### src/rtl/dma_swreq_pkg.sv
// Package: shared sizes and register offsets of the DMA software request bank.
// Assumes a 32-bit data path and byte offsets decoded on a 4-bit address.
package dma_swreq_pkg;
    localparam int unsigned LINES  = 16;
    localparam int unsigned DATA_W = 32;
    localparam int unsigned ADDR_W = 4;
    localparam int unsigned KINDS  = 2;   // 0 = last burst, 1 = last single
    localparam int unsigned ENDIAN_BIT = 2;

    typedef enum logic [ADDR_W-1:0] {
        OFS_LBURST  = 4'h0,
        OFS_LSINGLE = 4'h4,
        OFS_CFG     = 4'h8
    } reg_ofs_e;

    typedef logic [LINES-1:0] line_vec_t;
endpackage

### src/rtl/swreq_pending.sv
// Module: one pending-request vector with self-clearing bits.
// Sets come from software, clears from per-line completion pulses; the set
// wins on a collision. The output is the pending set merged with peripheral
// requests. Assumes the completion pulses are synchronous to clk.
module swreq_pending #(
    parameter int unsigned LINES = 16
) (
    input  logic             clk,
    input  logic             rst_n,
    input  logic             set_en,
    input  logic [LINES-1:0] set_mask,
    input  logic [LINES-1:0] done_pulse,
    input  logic [LINES-1:0] periph_req,
    output logic [LINES-1:0] pending,
    output logic [LINES-1:0] req_out
);
    logic [LINES-1:0] set_bits;

    // Gate the software mask with the write select.
    always_comb begin
        set_bits = set_en ? set_mask : '0;
    end

    // Pending state: the clear is applied first, so a same-cycle set re-asserts the bit.
    always_ff @(posedge clk) begin
        if (!rst_n) begin
            pending <= '0;
        end else begin
            pending <= (pending & ~done_pulse) | set_bits;
        end
    end

    // Merge software and peripheral requests toward the engine.
    always_comb begin
        req_out = pending | periph_req;
    end
endmodule

### src/rtl/swreq_cfg.sv
// Module: configuration storage holding the master-2 byte-order bit.
// Assumes the address decode is done by the parent.
module swreq_cfg (
    input  logic clk,
    input  logic rst_n,
    input  logic wr_en,
    input  logic wr_bit,
    output logic big_endian
);
    // Store the byte-order selection on a configuration write.
    always_ff @(posedge clk) begin
        if (!rst_n) begin
            big_endian <= 1'b0;
        end else if (wr_en) begin
            big_endian <= wr_bit;
        end
    end
endmodule

### src/rtl/swreq_rdmux.sv
// Module: combinational read multiplexer for the register bank.
// Reserved and unmapped bits return zero.
module swreq_rdmux
    import dma_swreq_pkg::*;
#(
    parameter int unsigned LW = LINES,
    parameter int unsigned DW = DATA_W,
    parameter int unsigned AW = ADDR_W,
    parameter int unsigned EB = ENDIAN_BIT
) (
    input  logic [AW-1:0] addr,
    input  logic [LW-1:0] burst_pend,
    input  logic [LW-1:0] single_pend,
    input  logic          big_endian,
    output logic [DW-1:0] rdata
);
    localparam int unsigned PAD_W = DW - LW;

    // Select the addressed register, zero-extended.
    always_comb begin
        rdata = '0;
        case (addr)
            OFS_LBURST:  rdata = {{PAD_W{1'b0}}, burst_pend};
            OFS_LSINGLE: rdata = {{PAD_W{1'b0}}, single_pend};
            OFS_CFG:     rdata[EB] = big_endian;
            default:     rdata = '0;
        endcase
    end
endmodule

### src/rtl/dma_swreq_regs.sv
// Module: top of the DMA software request register bank.
// Decodes register writes, keeps one pending vector per request type
// (last burst, last single), merges each with peripheral requests and
// holds the byte-order bit for master port 2.
// Assumes one-cycle completion pulses and a single-cycle write strobe.
module dma_swreq_regs
    import dma_swreq_pkg::*;
(
    input  logic              clk,
    input  logic              rst_n,
    input  logic [ADDR_W-1:0] bus_addr,
    input  logic              bus_wr,
    input  logic [DATA_W-1:0] bus_wdata,
    output logic [DATA_W-1:0] bus_rdata,
    input  logic [LINES-1:0]  periph_lburst_req,
    input  logic [LINES-1:0]  periph_lsingle_req,
    input  logic [LINES-1:0]  burst_done,
    input  logic [LINES-1:0]  single_done,
    output logic [LINES-1:0]  dma_lburst_req,
    output logic [LINES-1:0]  dma_lsingle_req,
    output logic              m2_big_endian
);
    logic [KINDS-1:0]            kind_wr;
    logic [KINDS-1:0][LINES-1:0] kind_done;
    logic [KINDS-1:0][LINES-1:0] kind_periph;
    logic [KINDS-1:0][LINES-1:0] kind_pend;
    logic [KINDS-1:0][LINES-1:0] kind_req;
    logic                        cfg_wr;
    logic [LINES-1:0]            pend_lburst;
    logic [LINES-1:0]            pend_lsingle;

    // Address decode for the write strobes.
    always_comb begin
        kind_wr[0] = bus_wr && (bus_addr == OFS_LBURST);
        kind_wr[1] = bus_wr && (bus_addr == OFS_LSINGLE);
        cfg_wr     = bus_wr && (bus_addr == OFS_CFG);
    end

    // Route per-kind inputs into arrays.
    always_comb begin
        kind_done[0]   = burst_done;
        kind_done[1]   = single_done;
        kind_periph[0] = periph_lburst_req;
        kind_periph[1] = periph_lsingle_req;
    end

    for (genvar k = 0; k < KINDS; k++) begin : g_kind
        swreq_pending #(.LINES(LINES)) u_pend (
            .clk        (clk),
            .rst_n      (rst_n),
            .set_en     (kind_wr[k]),
            .set_mask   (bus_wdata[LINES-1:0]),
            .done_pulse (kind_done[k]),
            .periph_req (kind_periph[k]),
            .pending    (kind_pend[k]),
            .req_out    (kind_req[k])
        );
    end

    // Break the arrays back out into named outputs.
    always_comb begin
        pend_lburst     = kind_pend[0];
        pend_lsingle    = kind_pend[1];
        dma_lburst_req  = kind_req[0];
        dma_lsingle_req = kind_req[1];
    end

    swreq_cfg u_cfg (
        .clk        (clk),
        .rst_n      (rst_n),
        .wr_en      (cfg_wr),
        .wr_bit     (bus_wdata[ENDIAN_BIT]),
        .big_endian (m2_big_endian)
    );

    swreq_rdmux u_rd (
        .addr        (bus_addr),
        .burst_pend  (pend_lburst),
        .single_pend (pend_lsingle),
        .big_endian  (m2_big_endian),
        .rdata       (bus_rdata)
    );
endmodule

### config.mk
export PLATFORM = sky130hd
export DESIGN_NAME = dma_swreq_regs
export DESIGN_NICKNAME = d
export VERILOG_FILES = /design/src/rtl/dma_swreq_pkg.sv /design/src/rtl/swreq_pending.sv /design/src/rtl/swreq_cfg.sv /design/src/rtl/swreq_rdmux.sv /design/src/rtl/dma_swreq_regs.sv
export SDC_FILE = /design/constraint.sdc
export NUM_CORES = 1
export LEC_CHECK = 0
export ABC_AREA = 1
export BUFFER_PORTS_ARGS = -buffer_cell sky130_fd_sc_hd__buf_2
export CORE_ASPECT_RATIO = 2
export CORE_MARGIN = 3
export CORE_UTILIZATION = 43
export CTS_CLUSTER_SIZE = 14
export DETAILED_ROUTE_END_ITERATION = 8
export PLACE_DENSITY = 0.87
export SLEW_MARGIN = 20
export SYNTH_ARGS = -nofsm -noshare
export SYNTH_HDL_FRONTEND = slang
export SYNTH_HIERARCHICAL = 1
export SYNTH_SLANG_ARGS = --single-unit
### constraint.sdc
create_clock -name clk -period 3.1 [get_ports clk]
set_clock_uncertainty 0.15 [all_clocks]
set_input_delay 0.465 -clock clk [delete_from_list [all_inputs] [get_ports clk]]
set_output_delay 0.465 -clock clk [all_outputs]
set_load 0.01 [all_outputs]
# Word level (Yosys, flattened, before mapping)
# Index checks and enable logic that the tools add are counted.
# word_totals
register_bits	33
latch_bits	0
mem_bits_rw	0
mem_bits_ro	0
in_bits	103
output_inout_bits	65
memories	0
# classes
addsub	0
mul	0
div_mod_pow	0
n_lt_le_gt_ge	0
n_eq_ne	2
shifts	0
n_mux	5
bitwise_logic	8
n_reduce_logical	4
# op_table
operator	n
bitwise OR 16 bit	4
bitwise AND 16 bit	2
two-way mux 16 bit	2
NOT 16 bit	2
case mux 13 bit (2 select lines)	1
== test 4 x 3 -> 1 bit, second input constant	1
== test 4 bit, second input constant	1
logical NOT 4 bit	1
case mux 2 bit (2 select lines)	1
logical AND 1 bit	3
case mux 1 bit (3 select lines)	1

# Logic depth before layout (Yosys ltp)
# Gate-level depths: netlist of the first run.
# logic_depth
depth_word	4
depth_mapped	7

# Hierarchy
# The synthesis of the first run kept the hierarchy.
# by_module_without_submodules
module	n_inst	cells_each	area_each_um2
swreq_pending	2	100	785.8
swreq_rdmux	1	77	441.7
swreq_cfg	1	6	41.3
dma_swreq_regs	1	10	40.0

# Worst setup path before layout of the first run
# OpenSTA, ideal clock, no wires.
# synth_path
path_kind	in2out
start	input port bus_addr[1]
end	output port bus_rdata[10]
arrival_time_ns	0.989
path_slack_ns	1.496
cell_stages	4
cell_sequence	nor2_4 > buf_2 > nand3_1 > nand2_1
# synth_between
elab_chain_cells	2
elab_cells_between_ends	3
# synth_rtl
element	line_no	rtl
start, declared	dma_swreq_regs.sv:11	input logic [ADDR_W-1:0] bus_addr,
== test 4 x 3 -> 1 bit or logical NOT 4 bit (tied branches)	swreq_rdmux.sv:22	case (addr)
case mux 13 bit (2 select lines) (*)	swreq_rdmux.sv:22	
end, declared	dma_swreq_regs.sv:14	output logic [DATA_W-1:0] bus_rdata,
# Mark *: on every way between the ends. The rest lies on a longest branch, timed or not.

# Worst setup path after layout of the first run
# Same ends and word-level chain as after synthesis.

==> results of run 1 <==
synthesized netlist by cell type:
cell,n,area [um2]
sky130_fd_sc_hd__buf_6,5,56.3
sky130_fd_sc_hd__nand2_2,20,125
sky130_fd_sc_hd__buf_12,2,40.0
sky130_fd_sc_hd__nor2_2,2,12.5
sky130_fd_sc_hd__buf_4,19,143
sky130_fd_sc_hd__nand3_1,34,170
sky130_fd_sc_hd__a21oi_2,20,175
sky130_fd_sc_hd__nor2_4,3,33.8
sky130_fd_sc_hd__inv_2,1,3.75
sky130_fd_sc_hd__inv_1,38,143
sky130_fd_sc_hd__nor2_1,4,15.0
sky130_fd_sc_hd__conb_1,1,3.75
sky130_fd_sc_hd__dfxtp_1,33,661
sky130_fd_sc_hd__a21oi_1,12,60.1
sky130_fd_sc_hd__buf_2,1,5.00
sky130_fd_sc_hd__nand2_1,66,248
sky130_fd_sc_hd__or2_2,32,200
routing by layer:
metal,wire (um),vias to the layer above,track usage (%)
li1,-,1127,-
met1,2070,1065,20.1
met2,3530,117,43.7
met3,534,16,4.57
met4,160,0,9.91
met5,0,-,0
through the flow:
step | utilization [%] | total power [mW] | hold WS [ns]
after global routing | 59.3 | 0.963 | 0.282
final | 59.3 | 0.915 | 0.275
after CTS | 59.3 | 0.927 | 0.264
after global placement | 57.5 | 0.613 | 0.307
after floorplan | - | 0.545 | 0.297
after detailed placement | 57.5 | 0.617 | 0.321
worst min path at each step:
stage / from / to / slack (ns) / cells past startpoint
6_report: burst_done[14] / g_kind[0].u_pend/pending[14] / 0.27 / 4
5_1_grt: single_done[13] / g_kind[1].u_pend/pending[13] / 0.28 / 4
4_1_cts: burst_done[14] / g_kind[0].u_pend/pending[14] / 0.26 / 4
3_5_place_dp: g_kind[0].u_pend/pending[7] / g_kind[0].u_pend/pending[7] / 0.32 / 2
3_3_place_gp: g_kind[1].u_pend/pending[15] / g_kind[1].u_pend/pending[15] / 0.31 / 2
2_1_floorplan: g_kind[0].u_pend/pending[10] / g_kind[0].u_pend/pending[10] / 0.30 / 2
power groups by stage:
| stage | combinational [mW] | clock (mW) | sequential (mW) |
|---|---|---|---|
| floorplan | 0.105 | 0 | 0.439 |
| global placement | 0.173 | 0 | 0.440 |
| detailed placement | 0.176 | 0 | 0.440 |
| CTS | 0.177 | 0.319 | 0.430 |
| global route | 0.196 | 0.337 | 0.431 |
| finish | 0.176 | 0.309 | 0.430 |
worst register-to-register path, cell delays in order (launching register included):
cell and delay, ns:
sky130_fd_sc_hd__dfxtp_1 0.36, sky130_fd_sc_hd__nand2_1 0.09, sky130_fd_sc_hd__a21oi_2 0.11
cell type report:
cell class | count | area [um2]
tap | 55 | 68.8
multi-input combinational | 209 | 1100
timing repair buffer | 137 | 691
clock buffer | 6 | 72.6
sequential | 33 | 661
fill | 456 | 1890
clock inverter | 2 | 10.0
inverter | 39 | 146
registers in the layout (all words and copies together), names as in the netlist:
register	flops
g_kind.u_pend/pending	32
u_cfg/big_endian	1
cells by family after synthesis:
group	count (synthesis)	synth area share, %
other	1	0.179
DFF	33	31.5
AOI/OAI and AO/OA	32	11.2
and+or+nand+nor	161	38.4
buffers and inverters	66	18.6
==> impl_metrics.xml, run 1 <==
<?xml version="1.0" encoding="UTF-8"?>
<metrics>
  <group name="place">
    <metric name="post-place-cells" unit="">473</metric>
    <metric name="gpl.final_weighted_congestion" unit="">0.755</metric>
    <metric name="dp_worst_setup_slack" unit="ns">0.837</metric>
    <metric name="port-buffer-count" unit="">135</metric>
    <metric name="place_hpwl" unit="mm">4.94</metric>
    <metric name="detailed_place.area" unit="um2">2670</metric>
  </group>
  <group name="critical_path">
    <metric name="worst_path_most_repeated_cell" unit="">sky130_fd_sc_hd__buf_2</metric>
    <metric name="critical_path.endpoint" unit="">bus_rdata[10]</metric>
    <metric name="worstPathArrival" unit="ns">1.64</metric>
    <metric name="crit_required" unit="ns">2.48</metric>
    <metric name="start_kind" unit="">input port</metric>
    <metric name="timing.rr.start" unit="">g_kind[1].u_pend/pending[3]</metric>
    <metric name="crit_type" unit="">input port to output pin</metric>
    <metric name="critical-path-top-delay-family" unit="">simple AND/OR/NAND/NOR gates</metric>
    <metric name="crit_path_max_incr_delay" unit="ns">0.62</metric>
    <metric name="worst_setup_path_startpoint" unit="">bus_addr[1]</metric>
    <metric name="worst-r2r-setup-slack" unit="ns">2.31</metric>
    <metric name="timing.critical_path.fanout_max" unit="">33</metric>
    <metric name="cpMaxStageDelayCell" unit="">sky130_fd_sc_hd__nor2_4</metric>
    <metric name="worst-path-buf-inv" unit="">2</metric>
    <metric name="worstReg2RegEnd" unit="">g_kind[1].u_pend/pending[3]</metric>
    <metric name="worst_setup_path_end_kind" unit="">output pin</metric>
    <metric name="cp.depth" unit="">5</metric>
    <metric name="worstRegToRegCells" unit="">2</metric>
    <metric name="crit_path_cell_trace" unit="">buf_2 -&gt; nor2_4 -&gt; nand3_1 -&gt; nand2_1 -&gt; buf_2</metric>
  </group>
  <group name="final_layout">
    <metric name="layout.nets" unit="">528</metric>
    <metric name="instances_no_fill" unit="">481</metric>
    <metric name="insertedDiodeCount" unit="">0</metric>
    <metric name="final_cell_area" unit="um2">2750</metric>
    <metric name="layout_common_cells" unit="">sky130_fd_sc_hd__buf_2, sky130_fd_sc_hd__nand2_1, sky130_fd_sc_hd__inv_1, sky130_fd_sc_hd__nand3_1, sky130_fd_sc_hd__dfxtp_1</metric>
    <metric name="area_growth" unit="%">31.5</metric>
    <metric name="layout.cells.most_common" unit="">sky130_fd_sc_hd__buf_2</metric>
    <metric name="post_route_cells_drive_above_1_share" unit="%">52.6</metric>
  </group>
  <group name="pwr">
    <metric name="power.switching_fraction" unit="%">27.6</metric>
    <metric name="seqPwrFrac" unit="%">47.0</metric>
    <metric name="power_density" unit="nW/um2">332</metric>
    <metric name="cellInternalPower" unit="mW">0.663</metric>
    <metric name="power_frac_comb" unit="%">19.3</metric>
    <metric name="netSwitchingPower" unit="mW">0.253</metric>
    <metric name="leakage" unit="nW">1.49</metric>
    <metric name="clockPowerShare" unit="%">33.7</metric>
    <metric name="max-vdd-ir-drop" unit="mV">0.356</metric>
  </group>
  <group name="die">
    <metric name="die_area" unit="um2">5800</metric>
    <metric name="design.portCount" unit="">168</metric>
    <metric name="fp.dieH" unit="um">105</metric>
    <metric name="floorplan.die.width" unit="um">55.4</metric>
    <metric name="fp.coreArea" unit="um2">4640</metric>
    <metric name="fp-row-count" unit="">35</metric>
    <metric name="initial_core_util" unit="%">45.1</metric>
  </group>
  <group name="timing">
    <metric name="finalSetupTns" unit="ns">0</metric>
    <metric name="timing.final.crit_share" unit="%">72.9</metric>
    <metric name="finalSetupViolations" unit="">0</metric>
    <metric name="worst_pin_slew" unit="ns">0.790</metric>
    <metric name="period_needed" unit="ns">2.26</metric>
    <metric name="count_of_final_hold_check_violations" unit="">0</metric>
    <metric name="max-slew-margin-rel" unit="%">47.2</metric>
    <metric name="fmaxAchievable" unit="GHz">0.443</metric>
    <metric name="worst_slack" unit="ns">0.841</metric>
    <metric name="rsz0062_at_grt" unit="">no</metric>
    <metric name="slew_violations" unit="">0</metric>
  </group>
  <group name="routing">
    <metric name="first_iter_violations" unit="">40</metric>
    <metric name="dr_drc_count" unit="">0</metric>
    <metric name="viasPerCell" unit="">4.83</metric>
    <metric name="via_count" unit="">2325</metric>
    <metric name="drtAntennaViolNets" unit="">0</metric>
    <metric name="drt-total-wl" unit="mm">6.29</metric>
    <metric name="detail_route.wl_per_cell" unit="um">13.1</metric>
    <metric name="drt_pre_antenna_iters" unit="">4</metric>
  </group>
  <group name="status">
    <metric name="run_status" unit="">finished, final reports clean</metric>
  </group>
  <group name="clock_network">
    <metric name="post_cts_hold_buffer_count" unit="">0</metric>
    <metric name="cts_max_path_buffers" unit="">2</metric>
    <metric name="post_cts.repair.setup_buffers" unit="">0</metric>
    <metric name="clock_tree_from_tritoncts" unit="">done</metric>
    <metric name="root_buffer" unit="">sky130_fd_sc_hd__clkbuf_8</metric>
    <metric name="clock_sinks" unit="">33</metric>
    <metric name="clk_transition_reported_paths" unit="ns">0.07</metric>
    <metric name="cts_made_buffers" unit="">5</metric>
    <metric name="worst_skew_pair_latency" unit="ns">0.28</metric>
    <metric name="post_cts_resize_count" unit="">0</metric>
    <metric name="clock_tree.htree_level_count" unit="">2</metric>
  </group>
  <group name="logic_synthesis">
    <metric name="ys_warn_count" unit="">6</metric>
    <metric name="synth_cells" unit="">293</metric>
    <metric name="synth.lib_cells_used.distinct" unit="">17</metric>
    <metric name="synth.yosys.seq_area_share" unit="%">31.5</metric>
    <metric name="syn_area" unit="um2">2090</metric>
    <metric name="syn_area_per_cell" unit="um2">7.15</metric>
    <metric name="synth.ff_latch_count" unit="">33</metric>
  </group>
  <group name="run">
    <metric name="maxCapViolations" unit="">0</metric>
  </group>
  <group name="global_route">
    <metric name="track_usage" unit="%">22.0</metric>
    <metric name="antenna_found_initial" unit="">0</metric>
    <metric name="globalRouteOverflowTotal" unit="">0</metric>
    <metric name="first_global_vias" unit="">2421</metric>
    <metric name="global_route_wire_length_before_repair" unit="mm">10.3</metric>
    <metric name="grt_max_degree" unit="">34</metric>
  </group>
  <group name="worst_hold_path">
    <metric name="hold_path_class" unit="">input port to flip-flop</metric>
  </group>
</metrics>
Note: power is estimated with default switching activity, not from simulation.
==> run 2, diff against run 1 <==
- ABC_AREA: 1 -> 0
- CORE_UTILIZATION: 43 -> 39
- PLACE_DENSITY: 0.87 -> 0.81
- clock period: 3.1 -> 2.2 ns (I/O delays scaled with it)
==> run 2 against run 1 <==
  * Critical path depth is 1 lower
  * Register-to-register slack worse by 0.93 ns
  * Non-clock buffer count is 6 higher
  * Area after synthesis is 4.6% lower
  * Via count is 17% lower
  * Hold slack worse by 0.12 ns
  * Final area is 0.36% lower
  * Combinational power is 30% higher
  * Clock-buffer cell count is 1 higher
  * Largest power group unchanged
  * Setup slack worse by 0.47 ns
  * Flip-flop and latch count stayed put
  * Wire length is 18% lower
==> impl_metrics.xml, run 2 <==
<?xml version="1.0" encoding="UTF-8"?>
<metrics>
  <group name="status">
    <metric name="run_status" unit="">finished, final reports clean</metric>
  </group>
  <group name="place">
    <metric name="place_hpwl" unit="mm">4.28</metric>
    <metric name="dp_worst_setup_slack" unit="ns">0.391</metric>
    <metric name="detailed_place.area" unit="um2">2660</metric>
    <metric name="post-place-cells" unit="">405</metric>
    <metric name="gpl.final_weighted_congestion" unit="">0.749</metric>
    <metric name="port-buffer-count" unit="">135</metric>
  </group>
  <group name="critical_path">
    <metric name="timing.critical_path.fanout_max" unit="">3</metric>
    <metric name="crit_required" unit="ns">1.72</metric>
    <metric name="crit_path_cell_trace" unit="">and2b_1 -&gt; a211oi_1 -&gt; a2111oi_0 -&gt; buf_2</metric>
    <metric name="cpMaxStageDelayCell" unit="">sky130_fd_sc_hd__a2111oi_0</metric>
    <metric name="worstPathArrival" unit="ns">1.35</metric>
    <metric name="timing.rr.start" unit="">g_kind[0].u_pend/pending[13]</metric>
    <metric name="start_kind" unit="">flip-flop</metric>
    <metric name="worstRegToRegCells" unit="">2</metric>
    <metric name="worst_setup_path_end_kind" unit="">output pin</metric>
    <metric name="worstReg2RegEnd" unit="">g_kind[0].u_pend/pending[13]</metric>
    <metric name="crit_type" unit="">flip-flop to output pin</metric>
    <metric name="crit_path_max_incr_delay" unit="ns">0.35</metric>
    <metric name="worst-r2r-setup-slack" unit="ns">1.38</metric>
  </group>
  <group name="logic_synthesis">
    <metric name="synth.lib_cells_used.distinct" unit="">21</metric>
    <metric name="ys_warn_count" unit="">6</metric>
    <metric name="synth.top_cells.by_count" unit="">sky130_fd_sc_hd__dfxtp_1, sky130_fd_sc_hd__nand2_1, sky130_fd_sc_hd__nand2b_1, sky130_fd_sc_hd__or2_2, sky130_fd_sc_hd__a21boi_2</metric>
    <metric name="synth.yosys.seq_area_share" unit="%">33.1</metric>
    <metric name="syn_area_per_cell" unit="um2">9.34</metric>
    <metric name="syn_area" unit="um2">2000</metric>
    <metric name="synth_enable_flop_cells" unit="">0</metric>
    <metric name="fraction_of_registers_with_async_set_reset" unit="%">0</metric>
    <metric name="cell_accounting_for_the_most_synthesized_area" unit="">sky130_fd_sc_hd__dfxtp_1</metric>
    <metric name="synth.ff_latch_count" unit="">33</metric>
    <metric name="ys_dominant_reg_cell" unit="">sky130_fd_sc_hd__dfxtp_1</metric>
    <metric name="synth_cells" unit="">214</metric>
    <metric name="synth_top_cells_by_area" unit="">sky130_fd_sc_hd__dfxtp_1, sky130_fd_sc_hd__a21boi_2, sky130_fd_sc_hd__nand2b_1</metric>
    <metric name="area_share_of_the_leading_cell_type_in_the_synthesized_netlist" unit="%">33.1</metric>
  </group>
  <group name="final_layout">
    <metric name="final_cell_area" unit="um2">2740</metric>
    <metric name="layout.cells.most_common" unit="">sky130_fd_sc_hd__buf_2</metric>
    <metric name="largest_register_ff_count" unit="">32</metric>
    <metric name="layout_common_cells" unit="">sky130_fd_sc_hd__buf_2, sky130_fd_sc_hd__nand2_1, sky130_fd_sc_hd__nand2b_1, sky130_fd_sc_hd__dfxtp_1, sky130_fd_sc_hd__or2_2</metric>
    <metric name="instances_no_fill" unit="">412</metric>
    <metric name="num-fill-cells" unit="">486</metric>
    <metric name="layout.nets" unit="">458</metric>
    <metric name="multi_input_comb_area" unit="um2">1190</metric>
    <metric name="insertedDiodeCount" unit="">0</metric>
    <metric name="area_growth" unit="%">37.3</metric>
    <metric name="final-seq-area" unit="um2">661</metric>
    <metric name="largest-register" unit="">g_kind.u_pend/pending</metric>
    <metric name="reg_top3" unit="">g_kind.u_pend/pending (32), u_cfg/big_endian (1)</metric>
    <metric name="post_route_cells_drive_above_1_share" unit="%">60.6</metric>
  </group>
  <group name="routing">
    <metric name="drt-total-wl" unit="mm">5.15</metric>
    <metric name="detail_route.wl_per_cell" unit="um">12.5</metric>
    <metric name="dr_drc_count" unit="">0</metric>
    <metric name="via_count" unit="">1933</metric>
    <metric name="drtAntennaViolNets" unit="">0</metric>
    <metric name="wl_met3" unit="um">504</metric>
    <metric name="met2_wirelength_from_detailed_routing" unit="mm">2.98</metric>
    <metric name="wl_met1" unit="mm">1.63</metric>
    <metric name="viasPerCell" unit="">4.69</metric>
    <metric name="first_iter_violations" unit="">27</metric>
    <metric name="maxUsedRoutingLayer" unit="">met4</metric>
    <metric name="drt_pre_antenna_iters" unit="">2</metric>
  </group>
  <group name="clock_network">
    <metric name="worst_skew_pair_latency" unit="ns">0.28</metric>
    <metric name="cts_made_buffers" unit="">5</metric>
    <metric name="clock_sinks" unit="">33</metric>
    <metric name="post_cts.repair.setup_buffers" unit="">0</metric>
    <metric name="clk_transition_reported_paths" unit="ns">0.07</metric>
    <metric name="root_buffer" unit="">sky130_fd_sc_hd__clkbuf_8</metric>
    <metric name="cts_max_path_buffers" unit="">2</metric>
    <metric name="post_cts_resize_count" unit="">0</metric>
    <metric name="clock_tree_from_tritoncts" unit="">done</metric>
    <metric name="clock_tree.htree_level_count" unit="">2</metric>
    <metric name="post_cts_hold_buffer_count" unit="">0</metric>
  </group>
  <group name="global_route">
    <metric name="global_route_wire_length_before_repair" unit="mm">8.02</metric>
    <metric name="globalRouteOverflowTotal" unit="">0</metric>
    <metric name="first_global_vias" unit="">1927</metric>
    <metric name="track_usage" unit="%">16.5</metric>
    <metric name="antenna_found_initial" unit="">0</metric>
    <metric name="grt_max_degree" unit="">34</metric>
  </group>
  <group name="timing">
    <metric name="rsz0062_at_grt" unit="">no</metric>
    <metric name="finalSetupViolations" unit="">0</metric>
    <metric name="count_of_final_hold_check_violations" unit="">0</metric>
    <metric name="period_needed" unit="ns">1.83</metric>
    <metric name="finalSetupTns" unit="ns">0</metric>
    <metric name="slew_violations" unit="">0</metric>
    <metric name="timing.final.crit_share" unit="%">83.1</metric>
    <metric name="fmaxAchievable" unit="GHz">0.547</metric>
    <metric name="final.hold.worst_slack" unit="ns">0.156</metric>
    <metric name="worst_slack" unit="ns">0.371</metric>
  </group>
  <group name="worst_hold_path">
    <metric name="hold_path_class" unit="">input port to flip-flop</metric>
    <metric name="min_path_cells" unit="">3</metric>
    <metric name="min_to" unit="">g_kind[1].u_pend/pending[1]</metric>
    <metric name="min-delay-start" unit="">bus_wdata[1]</metric>
  </group>
  <group name="pwr">
    <metric name="power_frac_comb" unit="%">17.7</metric>
    <metric name="max-vdd-ir-drop" unit="mV">0.362</metric>
    <metric name="seqPwrFrac" unit="%">46.7</metric>
    <metric name="clockPowerShare" unit="%">35.6</metric>
    <metric name="cellInternalPower" unit="mW">0.979</metric>
    <metric name="leakage" unit="nW">1.29</metric>
    <metric name="netSwitchingPower" unit="mW">0.319</metric>
    <metric name="power.switching_fraction" unit="%">24.6</metric>
    <metric name="power_density" unit="nW/um2">473</metric>
  </group>
  <group name="die">
    <metric name="floorplan.die.width" unit="um">56.6</metric>
    <metric name="design.portCount" unit="">168</metric>
    <metric name="die_area" unit="um2">6070</metric>
    <metric name="fp.dieH" unit="um">107</metric>
    <metric name="fp.coreArea" unit="um2">4910</metric>
    <metric name="fp-row-count" unit="">36</metric>
    <metric name="initial_core_util" unit="%">40.7</metric>
  </group>
  <group name="run">
    <metric name="maxCapViolations" unit="">0</metric>
  </group>
</metrics>
## run 2: cell families after synthesis
logic type / after synthesis / share of synthesized area (%)
compound gates: 49 / 23.7
buf+inv: 24 / 10.5
flops: 33 / 33.1
mux: 1 / 0.501
other cells: 1 / 0.188
simple gates: 106 / 32.0
## run 2: metrics by stage
step	power [mW]	util, %
6_report	1.30	55.9
3_3_place_gp	0.847	54.1
2_1_floorplan	0.748	-
5_1_grt	1.35	55.9
4_1_cts	1.32	55.9
3_5_place_dp	0.851	54.1
## run 2: worst max-delay path: cells and delay by family, from the launching register on
| family | cells | cell delay [ns] |
|---|---|---|
| AOI/OAI and AO/OA | 2 | 0.39 |
| buffers and inverters | 1 | 0.20 |
| DFF | 1 | 0.34 |
| and+or+nand+nor | 1 | 0.13 |
## run 2: power by group through the flow
stage               Sequential (mW)  Clock [mW]  Combinational (mW)
floorplan                     0.619           0               0.130
global placement              0.620           0               0.228
detailed placement            0.620           0               0.232
CTS                           0.606       0.481               0.232
global route                  0.607       0.497               0.250
finish                        0.606       0.463               0.229
## run 2: how the worst max path moves through the flow
stage	startpoint	to	slack [ns]	depth (start not counted)
floorplan	bus_addr[2]	bus_rdata[2]	0.50	3
detailed placement	bus_addr[1]	bus_rdata[9]	0.39	5
CTS	g_kind[0].u_pend/pending[2]	bus_rdata[2]	0.36	4
global placement	bus_addr[1]	bus_rdata[9]	0.41	5
global route	g_kind[0].u_pend/pending[2]	bus_rdata[2]	0.29	4
finish	g_kind[0].u_pend/pending[2]	bus_rdata[2]	0.37	4
## run 2: routing by layer
| layer | vias to the layer above | GRT usage (%) |
|---|---|---|
| li1 | 965 | - |
| met3 | 4 | 4.58 |
| met4 | 0 | 5.43 |
| met2 | 99 | 34.7 |
| met5 | - | 0 |
| met1 | 865 | 13.8 |
## run 2: layout make-up
type | count | area share (%)
multi-input combinational | 172 | 43.4
clock buffer | 7 | 3.15
sequential | 33 | 24.1
tap | 57 | 2.60
timing repair buffer | 143 | 26.8
==> run 3, diff against run 2 <==
- ABC_AREA: 0 -> 1
- CORE_UTILIZATION: 39 -> 36
- PLACE_DENSITY: 0.81 -> 0.78
- clock period: 2.2 -> 1.55 ns (I/O delays scaled with it)
==> run 3 against run 2 <==
  * Sequential power increased by 42%
  * Clock-buffer cell count unchanged
  * Final area up 6.0%
  * First-iteration DRC count rose to 2.7 times the previous value
  * Total power increased by 60%
==> impl_metrics.xml, run 3 (synthesis results as in run 1) <==
<?xml version="1.0" encoding="UTF-8"?>
<metrics>
  <group name="routing">
    <metric name="drt-total-wl" unit="mm">5.93</metric>
    <metric name="dr_drc_count" unit="">0</metric>
    <metric name="viasPerCell" unit="">4.57</metric>
    <metric name="detail_route.wl_per_cell" unit="um">11.9</metric>
    <metric name="drt_pre_antenna_iters" unit="">4</metric>
    <metric name="first_iter_violations" unit="">72</metric>
    <metric name="via_count" unit="">2278</metric>
    <metric name="drtAntennaViolNets" unit="">0</metric>
  </group>
  <group name="global_route">
    <metric name="antenna_found_initial" unit="">0</metric>
    <metric name="track_usage" unit="%">17.0</metric>
    <metric name="globalRouteOverflowTotal" unit="">0</metric>
    <metric name="grt_max_degree" unit="">23</metric>
    <metric name="first_global_vias" unit="">2166</metric>
    <metric name="global_route_wire_length_before_repair" unit="mm">8.90</metric>
  </group>
  <group name="pwr">
    <metric name="seqPwrFrac" unit="%">41.5</metric>
    <metric name="netSwitchingPower" unit="mW">0.514</metric>
    <metric name="power_frac_comb" unit="%">18.2</metric>
    <metric name="cellInternalPower" unit="mW">1.56</metric>
    <metric name="leakage" unit="nW">1.57</metric>
    <metric name="max-vdd-ir-drop" unit="mV">0.549</metric>
    <metric name="power_density" unit="nW/um2">713</metric>
    <metric name="power.switching_fraction" unit="%">24.8</metric>
    <metric name="clockPowerShare" unit="%">40.3</metric>
  </group>
  <group name="run">
    <metric name="maxCapViolations" unit="">0</metric>
  </group>
  <group name="die">
    <metric name="floorplan.die.width" unit="um">59.9</metric>
    <metric name="fp.coreArea" unit="um2">5520</metric>
    <metric name="fp-row-count" unit="">38</metric>
    <metric name="die_area" unit="um2">6820</metric>
    <metric name="initial_core_util" unit="%">38.0</metric>
    <metric name="design.portCount" unit="">168</metric>
    <metric name="fp.dieH" unit="um">114</metric>
  </group>
  <group name="worst_hold_path">
    <metric name="min-delay-start" unit="">burst_done[12]</metric>
    <metric name="hold_path_class" unit="">input port to flip-flop</metric>
    <metric name="min_to" unit="">g_kind[0].u_pend/pending[12]</metric>
    <metric name="min_path_cells" unit="">4</metric>
  </group>
  <group name="final_layout">
    <metric name="reg_top3" unit="">g_kind.u_pend/pending (32), u_cfg/big_endian (1)</metric>
    <metric name="instances_no_fill" unit="">498</metric>
    <metric name="largest-register" unit="">g_kind.u_pend/pending</metric>
    <metric name="final_cell_area" unit="um2">2910</metric>
    <metric name="layout.nets" unit="">540</metric>
    <metric name="layout.cells.most_common" unit="">sky130_fd_sc_hd__buf_2</metric>
    <metric name="final-seq-area" unit="um2">661</metric>
    <metric name="num-fill-cells" unit="">563</metric>
    <metric name="post_route_cells_drive_above_1_share" unit="%">53.9</metric>
    <metric name="largest_register_ff_count" unit="">32</metric>
    <metric name="area_growth" unit="%">38.9</metric>
    <metric name="layout_common_cells" unit="">sky130_fd_sc_hd__buf_2, sky130_fd_sc_hd__nand2_1, sky130_fd_sc_hd__inv_1, sky130_fd_sc_hd__nand3_1, sky130_fd_sc_hd__dfxtp_1</metric>
    <metric name="multi_input_comb_area" unit="um2">1100</metric>
    <metric name="insertedDiodeCount" unit="">0</metric>
  </group>
  <group name="timing">
    <metric name="fmaxAchievable" unit="GHz">0.703</metric>
    <metric name="finalSetupTns" unit="ns">0</metric>
    <metric name="rsz0062_at_grt" unit="">no</metric>
    <metric name="finalSetupViolations" unit="">0</metric>
    <metric name="timing.final.crit_share" unit="%">91.7</metric>
    <metric name="period_needed" unit="ns">1.42</metric>
    <metric name="count_of_final_hold_check_violations" unit="">0</metric>
    <metric name="final.hold.worst_slack" unit="ns">0.0388</metric>
    <metric name="slew_violations" unit="">0</metric>
  </group>
  <group name="critical_path">
    <metric name="crit_type" unit="">flip-flop to output pin</metric>
    <metric name="crit_path_cell_trace" unit="">or2_2 -&gt; buf_2</metric>
    <metric name="timing.critical_path.fanout_max" unit="">3</metric>
    <metric name="worstRegToRegCells" unit="">2</metric>
    <metric name="worstPathArrival" unit="ns">1.04</metric>
    <metric name="critical-path-top-delay-family" unit="">flip-flops</metric>
    <metric name="worst-path-buf-inv" unit="">1</metric>
    <metric name="worst-r2r-setup-slack" unit="ns">0.78</metric>
    <metric name="worst_setup_path_end_kind" unit="">output pin</metric>
    <metric name="timing.rr.start" unit="">g_kind[1].u_pend/pending[0]</metric>
    <metric name="cpMaxStageDelayCell" unit="">sky130_fd_sc_hd__dfxtp_1</metric>
    <metric name="start_kind" unit="">flip-flop</metric>
    <metric name="crit_path_max_incr_delay" unit="ns">0.32</metric>
    <metric name="worstReg2RegEnd" unit="">g_kind[1].u_pend/pending[0]</metric>
    <metric name="crit_required" unit="ns">1.17</metric>
  </group>
  <group name="place">
    <metric name="post-place-cells" unit="">490</metric>
    <metric name="place_hpwl" unit="mm">4.92</metric>
    <metric name="port-buffer-count" unit="">135</metric>
    <metric name="gpl.final_weighted_congestion" unit="">0.798</metric>
    <metric name="detailed_place.area" unit="um2">2790</metric>
  </group>
  <group name="clock_network">
    <metric name="post_cts.repair.setup_buffers" unit="">0</metric>
    <metric name="clock_sinks" unit="">33</metric>
    <metric name="cts_max_path_buffers" unit="">2</metric>
    <metric name="worst_skew_pair_latency" unit="ns">0.28</metric>
    <metric name="clock_tree_from_tritoncts" unit="">done</metric>
    <metric name="post_cts_resize_count" unit="">0</metric>
    <metric name="clk_transition_reported_paths" unit="ns">0.07</metric>
    <metric name="post_cts_hold_buffer_count" unit="">0</metric>
    <metric name="root_buffer" unit="">sky130_fd_sc_hd__clkbuf_8</metric>
    <metric name="clock_tree.htree_level_count" unit="">2</metric>
    <metric name="cts_made_buffers" unit="">5</metric>
  </group>
  <group name="status">
    <metric name="run_status" unit="">finished, final reports clean</metric>
  </group>
</metrics>
[run 3: final cells by class]
class,instances,share of cell area [%]
clock inverters,1,1.03
inverters,39,5.03
well taps,60,2.58
flip-flops and latches,33,22.7
repair buffers,149,27.7
multi-input cells,209,38.0
clock buffers,7,2.97
[run 3: per-stage QoR]
step | util (%) | power [mW] | setup WS [ns]
CTS | 52.7 | 2.11 | 0.102
finish | 52.7 | 2.07 | 0.128
detailed placement | 50.6 | 1.26 | 0.152
global placement | 50.6 | 1.25 | 0.163
global route | 52.7 | 2.17 | 0.0605
floorplan | - | 1.09 | 0.411
[run 3: power groups by stage]
stage	registers [mW]	logic, mW	clock network, mW
2_1_floorplan	0.879	0.211	0
3_3_place_gp	0.880	0.374	0
3_5_place_dp	0.880	0.380	0
4_1_cts	0.860	0.381	0.867
5_1_grt	0.861	0.415	0.898
6_report	0.861	0.378	0.836
[run 3: worst max path at each step]
stage | start | end | slack, ns | cells after the start
final | g_kind[1].u_pend/pending[13] | dma_lsingle_req[13] | 0.13 | 2
after global routing | u_cfg/big_endian | bus_rdata[2] | 0.06 | 5
after CTS | g_kind[1].u_pend/pending[0] | dma_lsingle_req[0] | 0.10 | 2
after detailed placement | bus_addr[3] | bus_rdata[1] | 0.15 | 6
after global placement | bus_addr[3] | bus_rdata[1] | 0.16 | 6
after floorplan | bus_addr[1] | bus_rdata[10] | 0.41 | 4
[run 3: worst register-to-register path, stage by stage (launching register included)]
cell                      delay (ns)
sky130_fd_sc_hd__dfxtp_1        0.38
sky130_fd_sc_hd__nand2_1        0.08
sky130_fd_sc_hd__a21oi_2        0.10
[run 3: per-layer routing]
metal | up-vias | routed length (um) | global-route usage [%]
li1 | 1159 | - | -
met1 | 1019 | 2070 | 17.0
met2 | 94 | 3390 | 32.7
met3 | 6 | 398 | 2.94
met4 | 0 | 84 | 6.21
met5 | - | 0 | 0
